File: config.mk
export PLATFORM = sky130hd
export DESIGN_NAME = lcd_blink_bank_ctrl
export DESIGN_NICKNAME = d
export VERILOG_FILES = /design/src/rtl/lbb_pkg.sv /design/src/rtl/lbb_rate_gen.sv /design/src/rtl/lbb_bank_map.sv /design/src/rtl/lcd_blink_bank_ctrl.sv
export SDC_FILE = /design/constraint.sdc
export NUM_CORES = 1
export LEC_CHECK = 0
export ABC_AREA = 1
export BUFFER_PORTS_ARGS = -buffer_cell sky130_fd_sc_hd__buf_2
export CAP_MARGIN = 20
export CORE_UTILIZATION = 25
export CTS_CLUSTER_DIAMETER = 60
export CTS_CLUSTER_SIZE = 8
export DETAILED_ROUTE_END_ITERATION = 12
export PLACE_DENSITY = 0.46
export SLEW_MARGIN = 20
export SYNTH_ARGS = -nofsm -noshare
export SYNTH_HDL_FRONTEND = slang
export SYNTH_SLANG_ARGS = --single-unit
export TNS_END_PERCENT = 50
File: constraint.sdc
create_clock -name clk -period 1.3 [get_ports clk]
set_input_delay 0.13 -clock clk [delete_from_list [all_inputs] [get_ports clk]]
set_output_delay 0.13 -clock clk [all_outputs]
set_load 0.01 [all_outputs]
File: src/rtl/lbb_pkg.sv
package lbb_pkg;

    typedef enum logic [1:0] {
        BLINK_OFF  = 2'b00,
        BLINK_FAST = 2'b01,
        BLINK_MED  = 2'b10,
        BLINK_SLOW = 2'b11
    } blink_code_e;

    typedef enum logic [1:0] {
        DRV_STATIC = 2'b00,
        DRV_MUX2   = 2'b01,
        DRV_MUX3   = 2'b10,
        DRV_MUX4   = 2'b11
    } drive_mode_e;

    localparam int RAM_BITS = 4;

    typedef struct packed {
        logic                blank;
        logic                bank;
        logic [RAM_BITS-1:0] bits;
    } seg_view_t;

    // ticks between two phase flips for a rate code (1 when off, unused)
    function automatic int ticks_per_flip(blink_code_e c);
        case (c)
            BLINK_FAST: return 1;
            BLINK_MED:  return 2;
            BLINK_SLOW: return 4;
            default:    return 1;
        endcase
    endfunction

    function automatic logic alt_capable(drive_mode_e m);
        return (m == DRV_STATIC) || (m == DRV_MUX2);
    endfunction

    function automatic logic [RAM_BITS-1:0] bank_bits(drive_mode_e m, logic bank);
        case (m)
            DRV_STATIC: return bank ? 4'b0100 : 4'b0001;
            DRV_MUX2:   return bank ? 4'b1100 : 4'b0011;
            default:    return 4'b1111;
        endcase
    endfunction

endpackage

File: src/rtl/lbb_rate_gen.sv
module lbb_rate_gen
    import lbb_pkg::*;
#(
    parameter int DIV_W = 2
) (
    input  logic        clk,
    input  logic        rst,
    input  logic        tick_i,
    input  logic        frame_i,
    input  logic [1:0]  code_i,
    output blink_code_e code_o,
    output logic        phase_o
);

    localparam logic [DIV_W-1:0] CNT_ZERO = '0;

    blink_code_e      code_q;
    logic [DIV_W-1:0] cnt_q;
    logic             phase_q;
    logic [DIV_W-1:0] cnt_last;
    logic             restart;

    assign cnt_last = DIV_W'(ticks_per_flip(code_q) - 1);
    assign restart  = frame_i && (code_i != code_q);

    always_ff @(posedge clk) begin
        if (rst) begin
            code_q  <= BLINK_OFF;
            cnt_q   <= CNT_ZERO;
            phase_q <= 1'b0;
        end else begin
            if (frame_i) begin
                code_q <= blink_code_e'(code_i);
            end
            if (restart || code_q == BLINK_OFF) begin
                cnt_q   <= CNT_ZERO;
                phase_q <= 1'b0;
            end else if (tick_i) begin
                if (cnt_q == cnt_last) begin
                    cnt_q   <= CNT_ZERO;
                    phase_q <= ~phase_q;
                end else begin
                    cnt_q <= cnt_q + 1'b1;
                end
            end
        end
    end

    assign code_o  = code_q;
    assign phase_o = phase_q;

    // the rate code changes only through a frame strobe
    assert_code_frame_only_R10: assert property (@(posedge clk) disable iff (rst)
        !frame_i |=> $stable(code_q));

    // a frame strobe adopts the presented code
    assert_code_adopt_R10: assert property (@(posedge clk) disable iff (rst)
        frame_i |=> (code_q == $past(code_i)));

    // rate off holds the phase in its visible half
    assert_off_holds_phase_R2: assert property (@(posedge clk) disable iff (rst)
        (code_q == BLINK_OFF) |=> !phase_q);

    // fast rate flips on each tick unless a restart intervenes
    assert_fast_flip_R3: assert property (@(posedge clk) disable iff (rst)
        (tick_i && !frame_i && code_q == BLINK_FAST) |=> (phase_q != $past(phase_q)));

    // no tick and no frame leaves the phase alone
    assert_phase_idle_R4: assert property (@(posedge clk) disable iff (rst)
        (!tick_i && !frame_i) |=> $stable(phase_q));

    // a restarting frame always lands in the visible half
    assert_restart_wins_R11: assert property (@(posedge clk) disable iff (rst)
        restart |=> !phase_q);

endmodule

File: src/rtl/lbb_bank_map.sv
module lbb_bank_map
    import lbb_pkg::*;
(
    input  blink_code_e code_i,
    input  logic        phase_i,
    input  logic        alt_mode_i,
    input  logic [1:0]  drive_mode_i,
    input  logic        bank_sel_i,
    output seg_view_t   view_o
);

    drive_mode_e mode;
    logic        blinking;
    logic        alt_eff;
    logic        hidden_half;
    logic        bank;

    assign mode        = drive_mode_e'(drive_mode_i);
    assign blinking    = (code_i != BLINK_OFF);
    assign alt_eff     = alt_mode_i && alt_capable(mode);
    assign hidden_half = blinking && phase_i;
    assign bank        = bank_sel_i ^ (hidden_half && alt_eff);

    always_comb begin
        view_o.blank = hidden_half && !alt_eff;
        view_o.bank  = bank;
        view_o.bits  = bank_bits(mode, bank);
    end

endmodule

File: src/rtl/lcd_blink_bank_ctrl.sv
module lcd_blink_bank_ctrl
    import lbb_pkg::*;
#(
    parameter int DIV_W = 2
) (
    input  logic       clk,
    input  logic       rst,
    input  logic       tick_i,
    input  logic       frame_i,
    input  logic [1:0] blink_code_i,
    input  logic       alt_mode_i,
    input  logic [1:0] drive_mode_i,
    input  logic       bank_sel_i,
    output logic       blank_o,
    output logic       bank_o,
    output logic [3:0] ram_bits_o
);

    blink_code_e code;
    logic        phase;
    seg_view_t   view;

    lbb_rate_gen #(.DIV_W(DIV_W)) u_rate (
        .clk     (clk),
        .rst     (rst),
        .tick_i  (tick_i),
        .frame_i (frame_i),
        .code_i  (blink_code_i),
        .code_o  (code),
        .phase_o (phase)
    );

    lbb_bank_map u_map (
        .code_i       (code),
        .phase_i      (phase),
        .alt_mode_i   (alt_mode_i),
        .drive_mode_i (drive_mode_i),
        .bank_sel_i   (bank_sel_i),
        .view_o       (view)
    );

    assign blank_o    = view.blank;
    assign bank_o     = view.bank;
    assign ram_bits_o = view.bits;

    // blanking needs an active blink rate
    assert_blank_needs_rate_R2: assert property (@(posedge clk) disable iff (rst)
        blank_o |-> (code != BLINK_OFF));

    // alternation in static or 1:2 never blanks
    assert_alt_no_blank_R7: assert property (@(posedge clk) disable iff (rst)
        (alt_mode_i && !drive_mode_i[1]) |-> !blank_o);

    // normal blinking never swaps the bank
    assert_normal_bank_R6: assert property (@(posedge clk) disable iff (rst)
        !alt_mode_i |-> (bank_o == bank_sel_i));

    // static drive uses exactly one RAM bit, 1:2 exactly two
    assert_static_bits_R9: assert property (@(posedge clk) disable iff (rst)
        (drive_mode_i == 2'b00) |-> ($countones(ram_bits_o) == 1));
    assert_mux2_bits_R9: assert property (@(posedge clk) disable iff (rst)
        (drive_mode_i == 2'b01) |-> ($countones(ram_bits_o) == 2));

endmodule

## Word-level counts from Yosys, hierarchy flattened

Index checks and enable logic that the tools add are counted.

| operators by class | value |
|---|---|
| add/subtract/negate cells | 2 |
| equality and inequality tests | 5 |
| mux-type cells | 5 |
| bitwise logic cells | 2 |
| reduce and logical (&&, ||, !) cells | 13 |

Operators by type and width:

| cell | number |
|---|---|
| $pmux W4 S2 | 1 |
| $logic_and A1 B1 Y1 | 5 |
| $eq A2 B2 Y1 const B | 2 |
| $logic_not A2 Y1 | 2 |
| $mux W4 | 1 |
| $pmux W2 S2 | 1 |
| $mux W3 | 1 |
| $add A2 B1 Y2 const B | 1 |
| $eq A2 B1 Y1 const B | 1 |
| $eq A2 B2 Y1 | 1 |
| $logic_or A1 B1 Y1 | 2 |
| $mux W2 | 1 |
| $ne A2 B2 Y1 | 1 |
| $reduce_and A2 Y1 | 1 |
| $reduce_bool A2 Y1 | 1 |
| $reduce_or A2 Y1 | 1 |
| $sub A2 B1 Y2 const B | 1 |
| $logic_not A1 Y1 | 1 |
| $not A1 Y1 | 1 |
| $xor A1 B1 Y1 | 1 |

| storage, ports and cells | value |
|---|---|
| register bits | 5 |
| input port bits | 10 |
| word-level logic and storage cells | 30 |

## Depth between registers and ports, before layout

| logic depth | value |
|---|---|
| depth after elaboration | 7 |
| gate-level depth with buffers | 7 |

## Modules after synthesis

A second synthesis with hierarchy kept.

| second synthesis, totals | value |
|---|---|
| cell total of the unflattened synthesis | 70 |
| area total of the unflattened synthesis | 414.1 um2 |

Modules (own cells, without submodules):

| module | times used | cells each | area each (um2) | seq. area each (um2) |
|---|---|---|---|---|
| lbb_rate_gen | 1 | 44 | 271.5 | 100.1 |
| lbb_bank_map | 1 | 26 | 142.6 | 0.0 |

## Least setup slack after synthesis

Ideal clock, no wire load.

| path | value |
|---|---|
| path kind | flip-flop to output port |
| start | register u_rate.code_q[1], in the netlist u_rate.code_o[1] |
| end | output port ram_bits_o[3] |
| arrival | 0.925 ns |
| data required time | 1.170 ns |
| path slack | 0.245 ns |
| cell stages (with the launch flop) | 8 |
| cell sequence | dfxtp_1 -> nor2_2 -> nor2_4 -> nand2_1 -> nand2_2 -> nand2_2 -> nand2_1 -> nand2_1 |

| between the ends | value |
|---|---|
| cells in the longest elaborated chain, start to end | 6 |

Ends and longest elaborated chain:

| element | line | source |
|---|---|---|
| from (decl) | lbb_rate_gen.sv:17 | `blink_code_e code_q;` |
| from (signal assigned) | lbb_rate_gen.sv:33 | `code_q <= blink_code_e'(code_i);` |
| $reduce_bool A2 Y1 | lbb_bank_map.sv:19 | `assign blinking = (code_i != BLINK_OFF);` |
| $logic_and A1 B1 Y1 | lbb_bank_map.sv:21 | `assign hidden_half = blinking && phase_i;` |
| $logic_and A1 B1 Y1 | lbb_bank_map.sv:22 | `assign bank = bank_sel_i ^ (hidden_half && alt_eff);` |
| $xor A1 B1 Y1 | lbb_bank_map.sv:22 |  |
| named net bank_o | lcd_blink_bank_ctrl.sv:15 | `output logic bank_o,` |
| $mux W4 | lbb_pkg.sv:42 | `DRV_MUX2: return bank ? 4'b1100 : 4'b0011;` |
| $pmux W4 S2 | lbb_pkg.sv:40 | `case (m)` |
| to (decl) | lcd_blink_bank_ctrl.sv:16 | `output logic [3:0] ram_bits_o` |

The timed path passes the listed nets, and every way through them passes these cells.

## Final worst setup path

| path | value |
|---|---|
| start | register u_rate.phase_q, in the netlist u_rate.phase_o |
| end | output port ram_bits_o[1] |

| between the ends | value |
|---|---|
| cells in the longest elaborated chain, start to end | 5 |

Ends and longest elaborated chain:

| element | line | source |
|---|---|---|
| from (decl) | lbb_rate_gen.sv:19 | `logic phase_q;` |
| from (signal assigned) | lbb_rate_gen.sv:41 | `phase_q <= ~phase_q;` |
| $logic_and A1 B1 Y1 | lbb_bank_map.sv:21 |  |
| $logic_and A1 B1 Y1 | lbb_bank_map.sv:22 |  |
| $xor A1 B1 Y1 | lbb_bank_map.sv:22 |  |
| $mux W4 | lbb_pkg.sv:42 |  |
| $pmux W4 S2 | lbb_pkg.sv:40 |  |

No other way between the ends.

==> impl_metrics.py <==
metrics = {
    "setup_path": {
        "worstPathRequired_ns": 1.17,
        "r2r_end": "u_rate.cnt_q[0]$_SDFFE_PP0P_",
        "r2r_cells": 7,
        "worstReg2RegStart": "u_rate.code_o[1]$_SDFFE_PP0P_",
        "path_max_fanout": 4,
        "critPathKind": "reg -> out",
        "endpoint_kind": "output pin",
        "arrival_ns": 1.17,
        "start_kind": "flip-flop",
        "rrSetupSlack_ns": 0.25,
    },
    "clock_network": {
        "clk_path_buf_depth": 2,
        "clock_sinks": 5,
        "cts-root-buf": "clkbuf_4",
        "path_clk_slew_ns": 0.04,
        "cts_hold_buffers": 0,
        "cts_htree_levels": 1,
        "clk_latency_ns": 0.24,
        "cts_made_buffers": 3,
        "tritoncts": "built",
    },
    "routing": {
        "drcViolationCount": 0,
        "drt_iter0_markers": 16,
        "routed_wirelength_um": 802,
        "drt-wirelength-per-cell_um": 8.02,
        "vias_per_cell": 4.29,
        "final_antenna_net_count": 0,
        "vias": 429,
        "dr.pass1.iters": 4,
    },
    "synth": {
        "synth_warnings": 0,
        "avgSynthCellArea_um2": 5.95,
        "synthSimpleGateAreaFrac_pct": 51.0,
        "synth-adder-area-share_pct": 0,
        "ys_types": 16,
        "synth-xor-area-share_pct": 4.83,
        "syn_inst": 61,
        "ys_ff_latch": 5,
        "synth_top_family_by_area": "simple AND/OR/NAND/NOR gates",
        "synth_compound_area_share_pct": 7.24,
        "synthMuxAreaShare_pct": 0,
        "synth_area_um2": 363,
        "synth-seq-area-share_pct": 27.6,
        "synthesis.nets": 71,
    },
    "timing": {
        "tns_ns": -0.00339,
        "setup_viol": 1,
        "min_period_ns": 1.30,
        "timing.final.ws_setup_ns": -0.00339,
        "skew_ns": 0.00105,
        "fin_crit_sh_pct": 100,
        "finalMaxSlewViolations": 0,
        "worst_slew_pin_slew_ns": 0.217,
        "hold_viol_final": 0,
        "holdWs_ns": 0.0710,
        "grt_setup_unrepaired": "true",
        "relSlewSlack_pct": 85.5,
        "fmax_mhz": 767,
    },
    "placement": {
        "dp_cells": 92,
        "gp_congestion": 0.697,
        "place_ws_ns": 0.132,
        "placedInstanceArea_um2": 464,
        "dpl.hpwl_um": 600,
        "numPortBuffers": 15,
    },
    "global_routing": {
        "grt_pass1_vias": 319,
        "track_usage_pct": 12.3,
        "grt_overflow_total": 0,
        "antenna_found_initial": 0,
        "grt_pass1_wl_mm": 1.18,
        "grt_max_degree": 7,
    },
    "run": {
        "max_cap_viol_count": 0,
    },
    "layout": {
        "instances_no_fill": 100,
        "final_cell_area_um2": 532,
        "finalCoreUtilization_pct": 40.4,
        "antenna_cells": 0,
        "drive_above_1_share_pct": 38.8,
        "areaGrowthSynthToFinish_pct": 46.6,
        "fin_nets": 96,
    },
    "floorplan": {
        "rows": 13,
        "chipHeight_um": 40.1,
        "die-area_mm2": 0.00161,
        "core_area_mm2": 0.00132,
        "io_pins": 16,
        "initial_core_util_pct": 27.5,
        "die_width_um": 40.1,
    },
    "power_and_ir_drop": {
        "p_leak_nw": 0.273,
        "peakVddDrop_mv": 0.527,
        "finalPower_uw": 453,
        "powerDensity_mw_per_mm2": 852,
    },
    "worst_hold_path": {
        "min_path_cells": 2,
        "hold_end": "u_rate.code_o[1]$_SDFFE_PP0P_",
        "min_from": "rst",
        "hp-class": "in -> reg",
    },
    "outcome": {
        "violations": "negative setup slack",
        "outcome": "finished with violations",
    },
}
==> synthesized netlist by cell type (all sizes together) <==
library cell  count  area share [%]
nor3              1             1.4
nand3             4             5.5
nand3b            1             3.1
inv               9             9.3
a211oi            1             2.1
xor2              1             2.4
dfxtp             5              28
o21ai             1             2.4
a21oi             2             2.8
xnor2             1             2.4
nand2            23              25
nor2             11              14
nand4             1             1.7
==> cells by family after synthesis <==
| logic type | after synthesis |
|---|---|
| AO/OA/AOI/OAI | 4 |
| XOR/XNOR | 2 |
| buffers and inverters | 9 |
| flip-flops | 5 |
| AND/OR/NAND/NOR | 41 |
==> layout by cell type, fill, tap and decap left out, drive strengths merged <==
cell type and count:
nor2 11, xnor2 1, xor2 1, nand3b 1, nand2 23, nand4 1
dfxtp 5, nand3 4, inv 9, a21oi 2, o21ai 1, a211oi 1
nor3 1, buf 20, clkbuf 4
==> power breakdown <==
group          switching (mW)  internal (mW)  total (mW)
registers             0.00516          0.159       0.164
logic                  0.0559         0.0495       0.105
clock network          0.0669          0.116       0.183
total                   0.128          0.325       0.453
==> cell type report <==
| class | instances | area, um^2 |
|---|---|---|
| Inverter | 9 | 33.8 |
| Sequential cell | 5 | 106 |
| Fill cell | 149 | 786 |
| Timing Repair Buffer | 20 | 113 |
| Clock buffer | 4 | 26.3 |
| Multi-Input combinational cell | 47 | 234 |
| Tap cell | 15 | 18.8 |
==> repair_timing <==
action | in CTS | in global routing
gates resized for setup | 6 | 0
pin swaps | 1 | 0
setup endpoints to repair | 5 | 3
buffers inserted | 3 | 1
==> how the worst max path moves through the flow <==
stage                                  start            end  slack [ns]  depth (start not counted)
6_report         u_rate.phase_o$_SDFFE_PP0P_  ram_bits_o[1]      -0.003                          7
5_1_grt          u_rate.phase_o$_SDFFE_PP0P_  ram_bits_o[1]       -0.08                          7
4_1_cts        u_rate.code_o[1]$_SDFFE_PP0P_  ram_bits_o[1]       -0.02                          7
3_5_place_dp   u_rate.code_o[1]$_SDFFE_PP0P_  ram_bits_o[1]        0.13                          7
3_3_place_gp   u_rate.code_o[1]$_SDFFE_PP0P_  ram_bits_o[1]        0.15                          7
2_1_floorplan  u_rate.code_o[1]$_SDFFE_PP0P_  ram_bits_o[3]        0.25                          7
==> routing by layer <==
metal	global-route usage, %	share of wire [%]	vias up
li1	-	-	237
met1	11.6	46	183
met2	18.1	49	7
met3	6.67	4.0	2
met4	12.9	1.0	0
met5	0	0	-
==> worst max-delay path, cell delays in order, from the launching register on <==
cell	delay [ns]
dfxtp_2	0.33
inv_2	0.05
nor2_4	0.10
nand2_1	0.07
nand2_2	0.07
nand2_2	0.07
o21ai_2	0.10
buf_2	0.14
==> registers in the layout, summed over array words and instances (netlist names) <==
name and cells:
u_rate.cnt_q 2, u_rate.code_o 2, u_rate.phase_o 1
No activity file was read; power rests on OpenSTA's default activity.
